==> config.mk <==
export PLATFORM = sky130hd
export DESIGN_NAME = esw_region_decoder
export DESIGN_NICKNAME = d
export VERILOG_FILES = /design/src/rtl/esw_pkg.sv /design/src/rtl/esw_cfg_regs.sv /design/src/rtl/esw_region_match.sv /design/src/rtl/esw_swap_path.sv /design/src/rtl/esw_region_decoder.sv
export SDC_FILE = /design/constraint.sdc
export NUM_CORES = 1
export LEC_CHECK = 0
export ABC_AREA = 0
export ABC_CLOCK_PERIOD_IN_PS = 2700
export BUFFER_PORTS_ARGS = -buffer_cell sky130_fd_sc_hd__buf_2
export CAP_MARGIN = 20
export CORE_MARGIN = 2
export CORE_UTILIZATION = 30
export CTS_BUF_LIST = sky130_fd_sc_hd__clkbuf_4 sky130_fd_sc_hd__clkbuf_8
export DETAILED_ROUTE_END_ITERATION = 10
export HOLD_SLACK_MARGIN = 0.02
export PLACE_DENSITY = 0.47
export SLEW_MARGIN = 20
export SYNTH_ARGS = -nofsm -noshare
export SYNTH_HDL_FRONTEND = slang
export SYNTH_SLANG_ARGS = --single-unit
==> constraint.sdc <==
create_clock -name clk -period 2.7 [get_ports clk]
set_clock_uncertainty 0.15 [all_clocks]
set_input_delay 0.27 -clock clk [delete_from_list [all_inputs] [get_ports clk]]
set_output_delay 0.27 -clock clk [all_outputs]
set_load 0.005 [all_outputs]
==> src/rtl/esw_pkg.sv <==
package esw_pkg;

    localparam int NUM_REGIONS   = 8;
    localparam int ADDR_W        = 32;
    localparam int DATA_W        = 32;
    localparam int BASE_LSB      = 8;
    localparam int SIZE_W        = 4;
    localparam int MIN_WIN_LOG2  = 16;
    localparam int MAX_SIZE_CODE = 11;
    localparam int CFG_AW        = 8;
    localparam int BYTES_PER_REG = DATA_W / 8;

    typedef logic [ADDR_W-1:BASE_LSB] base_t;
    typedef logic [SIZE_W-1:0]        size_code_t;

    typedef struct packed {
        base_t      base;
        size_code_t code;
    } region_t;

    typedef enum logic [1:0] {
        ACC_BYTE = 2'd0,
        ACC_HALF = 2'd1,
        ACC_WORD = 2'd2,
        ACC_RSVD = 2'd3
    } acc_size_e;

    typedef struct packed {
        logic aligned;
        logic in_map;
        logic is_size;
    } cfg_dec_t;

    function automatic logic [DATA_W-1:0] byte_rev(input logic [DATA_W-1:0] w);
        logic [DATA_W-1:0] r;
        for (int b = 0; b < BYTES_PER_REG; b++) begin
            r[8*b +: 8] = w[8*(BYTES_PER_REG-1-b) +: 8];
        end
        return r;
    endfunction

    function automatic logic code_valid(input size_code_t c);
        return int'(c) <= MAX_SIZE_CODE;
    endfunction

    function automatic logic [ADDR_W-1:0] window_mask(input size_code_t c);
        logic [ADDR_W-1:0] m;
        m = '1;
        m = m << (MIN_WIN_LOG2 + int'(c));
        return m;
    endfunction

endpackage

==> src/rtl/esw_cfg_regs.sv <==
module esw_cfg_regs
    import esw_pkg::*;
#(
    parameter int N_REG = NUM_REGIONS,
    parameter int AW    = CFG_AW
) (
    input  logic                    clk,
    input  logic                    rst,
    input  logic                    cfg_req,
    input  logic                    cfg_we,
    input  logic [AW-1:0]           cfg_addr,
    input  logic [DATA_W-1:0]       cfg_wdata,
    output logic                    cfg_rsp_valid,
    output logic [DATA_W-1:0]       cfg_rdata,
    output logic                    cfg_err,
    output region_t [N_REG-1:0]     regions
);

    localparam int IDX_W     = (N_REG > 1) ? $clog2(N_REG) : 1;
    localparam int MAP_BYTES = N_REG * 2 * BYTES_PER_REG;

    cfg_dec_t           dec;
    logic [IDX_W-1:0]   idx;
    logic               bad;
    logic [DATA_W-1:0]  rd_word;
    logic               unused_wbits;

    assign unused_wbits = ^cfg_wdata[BASE_LSB-1:SIZE_W];

    always_comb begin
        dec.aligned = (cfg_addr[1:0] == 2'b00);
        dec.in_map  = (int'(cfg_addr) < MAP_BYTES);
        dec.is_size = cfg_addr[2];
        idx         = cfg_addr[IDX_W+2:3];
        bad         = !(dec.aligned && dec.in_map);
    end

    always_comb begin
        rd_word = '0;
        for (int r = 0; r < N_REG; r++) begin
            if (int'(idx) == r) begin
                if (dec.is_size)
                    rd_word = {{(DATA_W-SIZE_W){1'b0}}, regions[r].code};
                else
                    rd_word = {regions[r].base, {BASE_LSB{1'b0}}};
            end
        end
    end

    always_ff @(posedge clk) begin
        if (rst) begin
            regions       <= '0;
            cfg_rsp_valid <= 1'b0;
            cfg_rdata     <= '0;
            cfg_err       <= 1'b0;
        end else begin
            cfg_rsp_valid <= cfg_req;
            if (cfg_req) begin
                cfg_err   <= bad;
                cfg_rdata <= (bad || cfg_we) ? '0 : rd_word;
                if (cfg_we && !bad) begin
                    for (int r = 0; r < N_REG; r++) begin
                        if (int'(idx) == r) begin
                            if (dec.is_size)
                                regions[r].code <= cfg_wdata[SIZE_W-1:0];
                            else
                                regions[r].base <= cfg_wdata[DATA_W-1:BASE_LSB];
                        end
                    end
                end
            end else begin
                cfg_err   <= 1'b0;
                cfg_rdata <= '0;
            end
        end
    end


    rsp_follows_req_chk: assert property (@(posedge clk) disable iff (rst)
        cfg_req |=> cfg_rsp_valid);


    no_rsp_without_req_chk: assert property (@(posedge clk) disable iff (rst)
        !cfg_req |=> !cfg_rsp_valid);


    err_rdata_zero_chk: assert property (@(posedge clk) disable iff (rst)
        (cfg_rsp_valid && cfg_err) |-> (cfg_rdata == '0));


    base_low_zero_chk: assert property (@(posedge clk) disable iff (rst)
        (cfg_req && !cfg_we && !bad && !dec.is_size) |=> (cfg_rdata[BASE_LSB-1:0] == '0));


    size_high_zero_chk: assert property (@(posedge clk) disable iff (rst)
        (cfg_req && !cfg_we && !bad && dec.is_size) |=> (cfg_rdata[DATA_W-1:SIZE_W] == '0));


    size_write_lands_chk: assert property (@(posedge clk) disable iff (rst)
        (cfg_req && cfg_we && !bad && dec.is_size && idx == '0)
            |=> (regions[0].code == $past(cfg_wdata[SIZE_W-1:0])));

endmodule

==> src/rtl/esw_region_match.sv <==
module esw_region_match
    import esw_pkg::*;
#(
    parameter int N_REG = NUM_REGIONS
) (
    input  region_t [N_REG-1:0] regions,
    input  logic [ADDR_W-1:0]   addr,
    input  acc_size_e           size,
    output logic                swap
);

    logic [N_REG-1:0] hit;

    for (genvar g = 0; g < N_REG; g++) begin : g_win
        logic [ADDR_W-1:0] base_full;
        logic [ADDR_W-1:0] mask;
        logic              valid;

        always_comb begin
            base_full = {regions[g].base, {BASE_LSB{1'b0}}};
            mask      = window_mask(regions[g].code);
            valid     = code_valid(regions[g].code);
            hit[g]    = valid && (((addr ^ base_full) & mask) == '0);
        end

        always_comb begin

            if (!valid) begin
                reserved_nohit_chk: assert (!hit[g]);
            end
        end
    end

    assign swap = (size == ACC_WORD) && (|hit);

    always_comb begin

        if (size != ACC_WORD) begin
            narrow_noswap_chk: assert (!swap);
        end
    end

endmodule

==> src/rtl/esw_swap_path.sv <==
module esw_swap_path
    import esw_pkg::*;
(
    input  logic              swap,
    input  logic [DATA_W-1:0] acc_wdata,
    input  logic [DATA_W-1:0] per_rdata,
    output logic [DATA_W-1:0] out_wdata,
    output logic [DATA_W-1:0] acc_rdata
);

    always_comb begin
        out_wdata = swap ? byte_rev(acc_wdata) : acc_wdata;
        acc_rdata = swap ? byte_rev(per_rdata) : per_rdata;
    end

    always_comb begin

        if (swap) begin
            swap_lanes_chk: assert (out_wdata[7:0] == acc_wdata[DATA_W-1:DATA_W-8]
                                 && acc_rdata[DATA_W-1:DATA_W-8] == per_rdata[7:0]);
        end

        if (!swap) begin
            pass_through_chk: assert (out_wdata == acc_wdata && acc_rdata == per_rdata);
        end
    end

endmodule

==> src/rtl/esw_region_decoder.sv <==
module esw_region_decoder
    import esw_pkg::*;
#(
    parameter int N_REG = NUM_REGIONS,
    parameter int AW    = CFG_AW
) (
    input  logic              clk,
    input  logic              rst,
    input  logic              cfg_req,
    input  logic              cfg_we,
    input  logic [AW-1:0]     cfg_addr,
    input  logic [31:0]       cfg_wdata,
    output logic              cfg_rsp_valid,
    output logic [31:0]       cfg_rdata,
    output logic              cfg_err,
    input  logic [31:0]       acc_addr,
    input  logic [1:0]        acc_size,
    input  logic [31:0]       acc_wdata,
    output logic [31:0]       out_wdata,
    input  logic [31:0]       per_rdata,
    output logic [31:0]       acc_rdata,
    output logic              acc_swap
);

    region_t [N_REG-1:0] regions;
    acc_size_e           size_e;

    assign size_e = acc_size_e'(acc_size);

    esw_cfg_regs #(.N_REG(N_REG), .AW(AW)) u_regs (
        .clk           (clk),
        .rst           (rst),
        .cfg_req       (cfg_req),
        .cfg_we        (cfg_we),
        .cfg_addr      (cfg_addr),
        .cfg_wdata     (cfg_wdata),
        .cfg_rsp_valid (cfg_rsp_valid),
        .cfg_rdata     (cfg_rdata),
        .cfg_err       (cfg_err),
        .regions       (regions)
    );

    esw_region_match #(.N_REG(N_REG)) u_match (
        .regions (regions),
        .addr    (acc_addr),
        .size    (size_e),
        .swap    (acc_swap)
    );

    esw_swap_path u_path (
        .swap      (acc_swap),
        .acc_wdata (acc_wdata),
        .per_rdata (per_rdata),
        .out_wdata (out_wdata),
        .acc_rdata (acc_rdata)
    );


    single_reverse_chk: assert property (@(posedge clk) disable iff (rst)
        acc_swap |-> (byte_rev(out_wdata) == acc_wdata));

endmodule

# Yosys cells after proc, flatten, opt, wreduce, memory -nomap -nowiden
# Cells that the tools add are included.
dict set report classes {
  n_eq_ne 8
  add_sub_neg 8
  order_cmp 9
  reduce_logical 42
  n_mux 18
  n_shift 8
  bitwise_logic 18
  n_div 0
  mul 0
}
# op count
set op_table {}
lappend op_table {{32-bit 2-to-1 mux} 18}
lappend op_table {{32-bit AND} 8}
lappend op_table {{32-bit zero test} 8}
lappend op_table {{32-bit by 32-bit left shift with 32-bit output (first input constant)} 8}
lappend op_table {{32-bit bitwise XOR} 8}
lappend op_table {{4-bit AND reduction} 16}
lappend op_table {{5-bit by 4-bit adder with 6-bit output (first input constant)} 8}
lappend op_table {{4-bit <= comparator (second input constant)} 8}
lappend op_table {{3-bit equality test (second input constant)} 4}
lappend op_table {{1-bit logical AND} 11}
lappend op_table {{8-bit by 7-bit less-than comparator with 1-bit output (second input constant)} 1}
lappend op_table {{8-bit OR reduction} 1}
lappend op_table {{3-bit by 2-bit equality test with 1-bit output (second input constant)} 2}
lappend op_table {{3-bit by 1-bit equality test with 1-bit output (second input constant)} 1}
lappend op_table {{3-bit zero test} 1}
lappend op_table {{3-bit OR reduction} 1}
lappend op_table {{2-bit equality test (second input constant)} 1}
lappend op_table {{2-bit zero test} 1}
lappend op_table {{1-bit inverter} 2}
lappend op_table {{2-bit OR reduction} 1}
lappend op_table {{1-bit zero test} 1}
lappend op_table {{1-bit logical OR} 1}
dict set report totals {
  wordCells 130
  ramBits 0
  mem_count 0
  latchBits 0
  ff_bits 258
  inputBits 142
  mem_bits_ro 0
}

# Longest topological paths before layout
# Gate-level depths: netlist of the first run.
dict set report depth {
  depth_word 9
  ltp_mapped 11
  depth_no_buf 8
}

# Cells and area by module
# From an unflattened synthesis of the first run, not the netlist that was laid out.
dict set report unflattened {
  hier_cells 1673
  area_unflattened_um2 14382.5
}
# module seq_area_each_um2 cells_each n_inst area_per_inst_um2
set modules_own_cells {}
lappend modules_own_cells {esw_cfg_regs 5084.9 1286 1 11050.6}
lappend modules_own_cells {esw_region_match 0.0 316 1 2254.7}
lappend modules_own_cells {esw_swap_path 0.0 71 1 1077.3}

# Worst setup path before layout of the first run
# No wires, ideal clock.
dict set report synth_path {
  path_kind {input-to-output}
  from {input port acc_addr[18]}
  to {output port acc_rdata[0]}
  required_time_ns 2.280
  stages 11
  t_arrival_ns 2.415
  path_buffers 3
  path_slack_ns -0.135
  path_cell_list {buf_4 xor2_1 a221oi_2 o2111ai_1 a2111oi_1 a41o_1 a31oi_1 a311o_1 buf_6 buf_6 mux2_4}
}
dict set report synth_via {
  elab_chain_len 7
}
# element line_no
set synth_rtl {}
lappend synth_rtl {{start, declared} esw_region_decoder.sv:16} ;# input logic [31:0] acc_addr,
lappend synth_rtl {{32-bit bitwise XOR} esw_region_match.sv:23} ;# hit[g] = valid && (((addr ^ base_full) & mask) == '0);
lappend synth_rtl {{32-bit AND} esw_region_match.sv:23}
lappend synth_rtl {{32-bit zero test} esw_region_match.sv:23}
lappend synth_rtl {{1-bit logical AND} esw_region_match.sv:23}
lappend synth_rtl {{8-bit OR reduction *} esw_region_match.sv:34} ;# assign swap = (size == ACC_WORD) && (|hit);
lappend synth_rtl {{1-bit logical AND *} esw_region_match.sv:34}
lappend synth_rtl {{32-bit 2-to-1 mux *} esw_swap_path.sv:13} ;# acc_rdata = swap ? byte_rev(per_rdata) : per_rdata;
lappend synth_rtl {{end, declared} esw_region_decoder.sv:21} ;# output logic [31:0] acc_rdata,
# Every way passes the cells marked *; elsewhere a longest branch is shown, timed or not.

# Worst setup path in the final report of the first run
dict set report layout_path {
  from {register, netlist name u_regs.regions[84]}
  to {output port acc_rdata[20]}
}
dict set report layout_via {
  elab_chain_len 8
}
# element line_no
set layout_rtl {}
lappend layout_rtl {{5-bit by 4-bit adder with 6-bit output} esw_pkg.sv:49} ;# m = m << (MIN_WIN_LOG2 + int'(c));
lappend layout_rtl {{32-bit by 32-bit left shift with 32-bit output} esw_pkg.sv:49}
lappend layout_rtl {{32-bit AND} esw_region_match.sv:23}
lappend layout_rtl {{32-bit zero test} esw_region_match.sv:23}
lappend layout_rtl {{1-bit logical AND *} esw_region_match.sv:23}
lappend layout_rtl {{8-bit OR reduction *} esw_region_match.sv:34}
lappend layout_rtl {{1-bit logical AND *} esw_region_match.sv:34}
lappend layout_rtl {{32-bit 2-to-1 mux *} esw_swap_path.sv:13}
# Marked as above.

==> flow_summary.ini, run 1 <==
[status]
outcome = complete, but fails checks
violations = setup timing

[clocking]
htree_num_levels = 2
numCtsBuffers = 50
cts_tree = done
clock_latency_ns = 0.64
numClockSinks = 254
clockBufferDepth = 3
clkTransAtPathRegs_ns = 0.06
root_buffer = clkbuf_8
postCtsSetupBuffers = 0

[timing]
fin_crit_ns = 3.85
rsz0062_at_grt = true
whs_ns = 0.0366
tightest_slew_ns = 0.799
timing.final.ws_setup_ns = -1.15
hold_viol_final = 0
max_freq_ghz = 0.260
slew-limit-headroom_pct = 46.7
setup_viol = 65
fin_crit_sh_pct = 143
drv_slew = 0
tns_ns = -72.87

[routing]
drt-total-wl_mm = 57.0
ant_nets = 0
drt_iter0_drc = 1075
drc = 0
wire_per_inst_um = 20.8
dr.pass1.iters = 5
vias_per_cell = 5.05
vias = 13795

[place]
dp_hpwl_mm = 40.2
place_inst = 2605
place_congestion = 0.931
io_buffers = 216

[global_routing]
use_met1_pct = 32.5
grt_max_degree = 110
grt_use_met2_pct = 38.1
grt_usage_pct = 23.8
antenna_found_initial = 0
grt-busiest-layer = met2
grt_pass1_wl_mm = 85.1
use_met3_pct = 4.39
grt_pass1_vias = 13769
gr-total-overflow = 0

[logic_synthesis]
synth_top_area_share_pct = 37.7
yosys.area.top_type = dfxtp_1
async_reset_ff_share_pct = 0
synth_cell_types = 55
synth_area_um2 = 13500
ys_ff_latch = 254
yosysWarnings = 0
ys.flop_type = dfxtp_1
synth_edf_count = 0
synth_seq_area_share_pct = 37.7
syn_area_per_cell_um2 = 7.94
synthCells = 1700
ys_top_cells_by_area = dfxtp_1 38%, nand2_1 12%, a21oi_1 11%

[critical_path]
path_class = flop to primary output
required_ns = 2.28
reg2reg_from = u_regs.regions[88]
crit_path_max_incr_delay_ns = 0.48
endpoint_kind = primary output
critPathSlowestCell = dfxtp_1
reg2reg_slack_ns = 0.99
crit_chain = buf_4 -> a21oi_1 -> o31ai_1 -> a31oi_2 -> nor4_2 -> nor4_1 -> a311o_2 -> buf_12 -> buf_4 -> mux2_4 -> buf_2
crit_fanout = 9
cp-start-kind = flop
reg2regPathDepth = 4
crit_top_cell = buf_4
r2r_end = u_regs.cfg_rdata[8]
critPathArrivalTime_ns = 3.43

[die]
die_w_um = 216
core_um2 = 44300
io_pins = 241
die_area_um2 = 46700
die_h_um = 216
std_cell_rows = 77
start_util_pct = 30.4

[power_and_ir_drop]
p_leak_uw = 0.00758
vdd_drop_max_v = 0.000319
p_per_area_nw_per_um2 = 486
finalPower_uw = 8930

[cells_and_area]
drive_above_1_share_pct = 32.9
finalNetCount = 2242
n_antenna_cell = 0
finalCoreUtilization_pct = 41.5
nFillCells = 4602
syn_to_final_growth_pct = 36.2
stdcell_count = 2733
multiInputGateArea_um2 = 7870
regArea_um2 = 5100

[hold_path]
holdCritPathClass = input port to flop
whs_path_depth = 5
worstHoldStart = cfg_addr[6]
whs_endpoint = u_regs.cfg_rdata[0]

[job]
max_cap_violations = 0
-- registers in the layout, summed over array words and instances, names as in the netlist --
register,flops
u_regs.cfg_err,1
u_regs.cfg_rdata,28
u_regs.cfg_rsp_valid,1
u_regs.regions,224
-- stage by stage --
stage,area (µm²),worst slack (ns)
2_1_floorplan,13600,-0.0495
3_3_place_gp,16700,-0.709
3_5_place_dp,16700,-0.726
4_1_cts,18300,-1.11
5_1_grt,18400,-1.23
6_report,18400,-1.15
-- layout make-up --
class | instances | area share, %
sequential | 254 | 27.8
clock buffer | 82 | 5.56
multi-input combinational | 1277 | 42.8
clock inverter | 11 | 0.361
inverter | 12 | 0.245
timing repair buffer | 505 | 19.2
tap | 592 | 4.03
-- Yosys cell counts, drive strengths merged, types with 2 or more instances --
| master | count |
|---|---|
| xor2 | 55 |
| nor2b | 2 |
| xnor2 | 73 |
| o221ai | 3 |
| mux4 | 3 |
| mux2 | 87 |
| a31oi | 4 |
| maj3 | 5 |
| a2111oi | 6 |
| nor3 | 10 |
| o211ai | 25 |
| o22ai | 26 |
| clkbuf | 129 |
| buf | 31 |
| a22oi | 31 |
| a221oi | 6 |
| o211a | 2 |
| nor4 | 5 |
| o31ai | 7 |
| nand2 | 448 |
| mux2i | 51 |
| dfxtp | 254 |
| nand2b | 4 |
| nand3 | 25 |
| nor2 | 59 |
| o2111ai | 2 |
| a211oi | 4 |
| a22o | 2 |
| inv | 11 |
| a21oi | 284 |
| o21ai | 22 |
| a21o | 2 |
| nand4 | 8 |
-- power by group --
part           switching, µW  leakage (µW)  internal [µW]
sequential              2.42       0.00205           3750
combinational            532       0.00494            390
clock                   1850      0.000583           2400
-- cell families (layout without fill, tap and decap cells) --
kind of cell	count (synthesis)	in the layout	share of synthesized area (%)
AND/OR/NAND/NOR	565	565	16.5
other	1	4	0.0278
buffers and inverters	172	610	5.62
AO/OA/AOI/OAI	434	434	18.6
XOR/XNOR	128	128	8.31
flip-flops	254	254	37.7
multiplexers	141	141	12.9
adder cells (fa/ha/maj)	5	5	0.371
-- routing by layer --
metal,up-vias,routed length [µm]
met3,89,3890
met1,6651,25800
li1,6613,-
met5,-,0
met4,0,1510
met2,442,25700
-- critical path: cells and delay by family (launching register included) --
family / cells / cell delay, ns
AO/OA/AOI/OAI: 4 / 1.04
AND/OR/NAND/NOR: 2 / 0.32
multiplexers: 1 / 0.30
flip-flops: 1 / 0.48
buffers and inverters: 4 / 0.66
-- worst max path at each step --
stage,from,to,slack [ns]
floorplan,acc_addr[18],acc_rdata[0],-0.05
global placement,acc_addr[16],acc_rdata[4],-0.71
detailed placement,acc_addr[16],acc_rdata[16],-0.73
CTS,u_regs.regions[180],acc_rdata[20],-1.11
global route,u_regs.regions[210],acc_rdata[15],-1.23
finish,u_regs.regions[84],acc_rdata[20],-1.15
-- layout by cell type (no fill, tap or decap), types with 35 or more instances in the layout --
cell type,instances
clkbuf_8,65
buf_2,207
xor2_1,53
mux2_2,38
dlygate4sd3_1,35
nor2_1,53
nand2_1,448
mux2i_1,51
a21oi_1,282
mux2_4,49
buf_4,243
xnor2_1,67
dfxtp_1,242
-- timing repair --
action	4_1_cts	5_1_grt
pin swaps	13	4
hold buffers	35	0
endpoints found under the setup margin	65	65
hold endpoints to repair	230	0
gates resized for setup	39	8
(Power assumes the default switching activity.)
==> run 2: changes to the inputs <==
--- a/config.mk
+++ b/config.mk
@@ -9,7 +9,6 @@
 export ABC_CLOCK_PERIOD_IN_PS = 2700
 export BUFFER_PORTS_ARGS = -buffer_cell sky130_fd_sc_hd__buf_2
 export CAP_MARGIN = 20
-export CORE_MARGIN = 2
 export CORE_UTILIZATION = 30
 export CTS_BUF_LIST = sky130_fd_sc_hd__clkbuf_4 sky130_fd_sc_hd__clkbuf_8
 export DETAILED_ROUTE_END_ITERATION = 10
==> run 2 against run 1 <==
Net effect: first-iteration DRC count increased by 6.0%; final area about the same; critical path depth increased by 1; largest power group unchanged; maximum frequency decreased by 2.7%; register-to-register slack got worse by 0.07 ns; sequential share of layout area about the same; utilization about the same; final cell count about the same; the flow still finishes with violations (setup timing).
==> flow_summary.ini, run 2 (synthesis results as in run 1) <==
[clocking]
htree_num_levels = 2
clock_latency_ns = 0.63
clockBufferDepth = 3
cts_tree = done
numClockSinks = 254
root_buffer = clkbuf_8
numCtsBuffers = 47
clkTransAtPathRegs_ns = 0.06

[die]
core_um2 = 44300
die_w_um = 214
start_util_pct = 30.4
die_area_um2 = 45800
io_pins = 241
die_h_um = 214
std_cell_rows = 77

[critical_path]
path_buf_inv = 4
critPathSlowestCell = a2111oi_4
critPathArrivalTime_ns = 3.54
cp-start-kind = flop
crit_chain = xor2_1 -> a221oi_2 -> o2111ai_2 -> a2111oi_4 -> buf_4 -> a41o_1 -> a31oi_1 -> a311o_2 -> buf_12 -> buf_16 -> mux2_4 -> buf_2
endpoint_kind = primary output
path_class = flop to primary output
required_ns = 2.28
cp_top_family = compound AO/OA/AOI/OAI gates
crit_path_max_incr_delay_ns = 0.45
crit_fanout = 9

[cells_and_area]
layout_commonest_cell = nand2_1
finalNetCount = 2247
mostFrequentLayoutCells = 448 x nand2_1, 284 x a21oi_1, 249 x dfxtp_1
top_register = u_regs.regions
largest_reg_flops = 224
syn_to_final_growth_pct = 36.1
reg.largest.list = u_regs.regions (224), u_regs.cfg_rdata (28)
drive_above_1_share_pct = 31.9

[timing]
fin_crit_ns = 3.96
whs_ns = 0.111
drv_slew = 0
tightest_slew_ns = 1.41
max_freq_ghz = 0.253
fin_crit_sh_pct = 147
rsz0062_at_grt = true
slew-limit-headroom_pct = 6.24
hold_viol_final = 0
timing.final.ws_setup_ns = -1.26
setup_viol = 65

[power_and_ir_drop]
p_leak_uw = 0.00761
p_comb_share_pct = 10.4
power_frac_clock_pct = 47.1
switching_share_pct = 26.2
finalPower_uw = 8830
power_switching_uw = 2320
p_per_area_nw_per_um2 = 481
vdd_drop_max_v = 0.000288
seqPwrFrac_pct = 42.5
internal-power_uw = 6510

[place]
post-place-ws_ns = -0.935
place_congestion = 0.906
io_buffers = 216
dp_hpwl_mm = 38.6

[routing]
vias = 13930
wire_per_inst_um = 20.8
drt_iter0_drc = 1139
ant_nets = 0
dr.pass1.iters = 5
vias_per_cell = 5.10
drc = 0
drt-total-wl_mm = 56.8

[global_routing]
grt_pass1_vias = 13685
grt_pass1_wl_mm = 84.9
grt_usage_pct = 24.2
grt_max_degree = 225
gr-total-overflow = 0
antenna_found_initial = 1

[status]
violations = setup timing
outcome = complete, but fails checks

[hold_path]
holdCritPathClass = input port to flop

[job]
max_cap_violations = 0
## run 2: layer usage
metal / share of wire, % / wire length, µm / track usage [%]
met5: 0 / 0 / 0
met4: 2.1 / 1200 / 6.69
met3: 5.5 / 3120 / 4.04
met2: 45 / 25700 / 38.8
met1: 47 / 26700 / 33.4
## run 2: worst reg2reg max path: stages (launching register included)
cell	delay, ns
dfxtp_1	0.37
buf_4	0.19
buf_4	0.13
mux4_2	0.43
mux2i_1	0.31
nor2_1	0.08
## run 2: repair_timing
action | CTS | global route
resized for setup | 26 | 7
pin swaps | 5 | 4
hold buffers | 35 | 0
hold endpoints to repair | 230 | 0
setup buffers | 1 | 0
cloned | 3 | 0
setup endpoints to repair | 65 | 65
## run 2: stage by stage
stage               std cells  TNS, ns  instance area [µm²]  util, %
detailed placement       2609   -58.51                16700     37.7
floorplan                1703    -2.40                13600        -
finish                   2734   -80.51                18400     41.4
global placement         2609   -60.36                16700     37.7
CTS                      2733   -83.57                18300     41.4
global route             2734   -88.13                18400     41.4
## run 2: path summary, 6_finish.rpt
check / from / to / slack [ns] / cells after the start
worst max-delay path: u_regs.regions[182] / acc_rdata[27] / -1.26 / 12
worst min-delay path: cfg_addr[5] / u_regs.cfg_rdata[31] / 0.11 / 4
worst max register to register: u_regs.regions[56] / u_regs.cfg_rdata[0] / 0.92 / 5
worst min register to register: u_regs.regions[123] / u_regs.regions[123] / 0.30 / 2
## run 2: power groups by stage
stage	logic, µW	registers, µW	clock network (µW)
5_1_grt	973	3750	4400
3_3_place_gp	854	3840	0
6_report	915	3750	4160
2_1_floorplan	471	3840	0
4_1_cts	906	3750	4250
3_5_place_dp	855	3840	0
## run 2: cell type report
| type | instances | area [µm²] |
|---|---|---|
| Multi-Input combinational cell | 1277 | 7770 |
| Fill cell | 4550 | 26000 |
| Timing Repair Buffer | 513 | 3660 |
| Clock buffer | 80 | 1020 |
| Sequential cell | 254 | 5100 |
| Tap cell | 592 | 741 |
| Antenna cell | 1 | 2.50 |
| Clock inverter | 5 | 31.3 |
| Inverter | 12 | 45.0 |
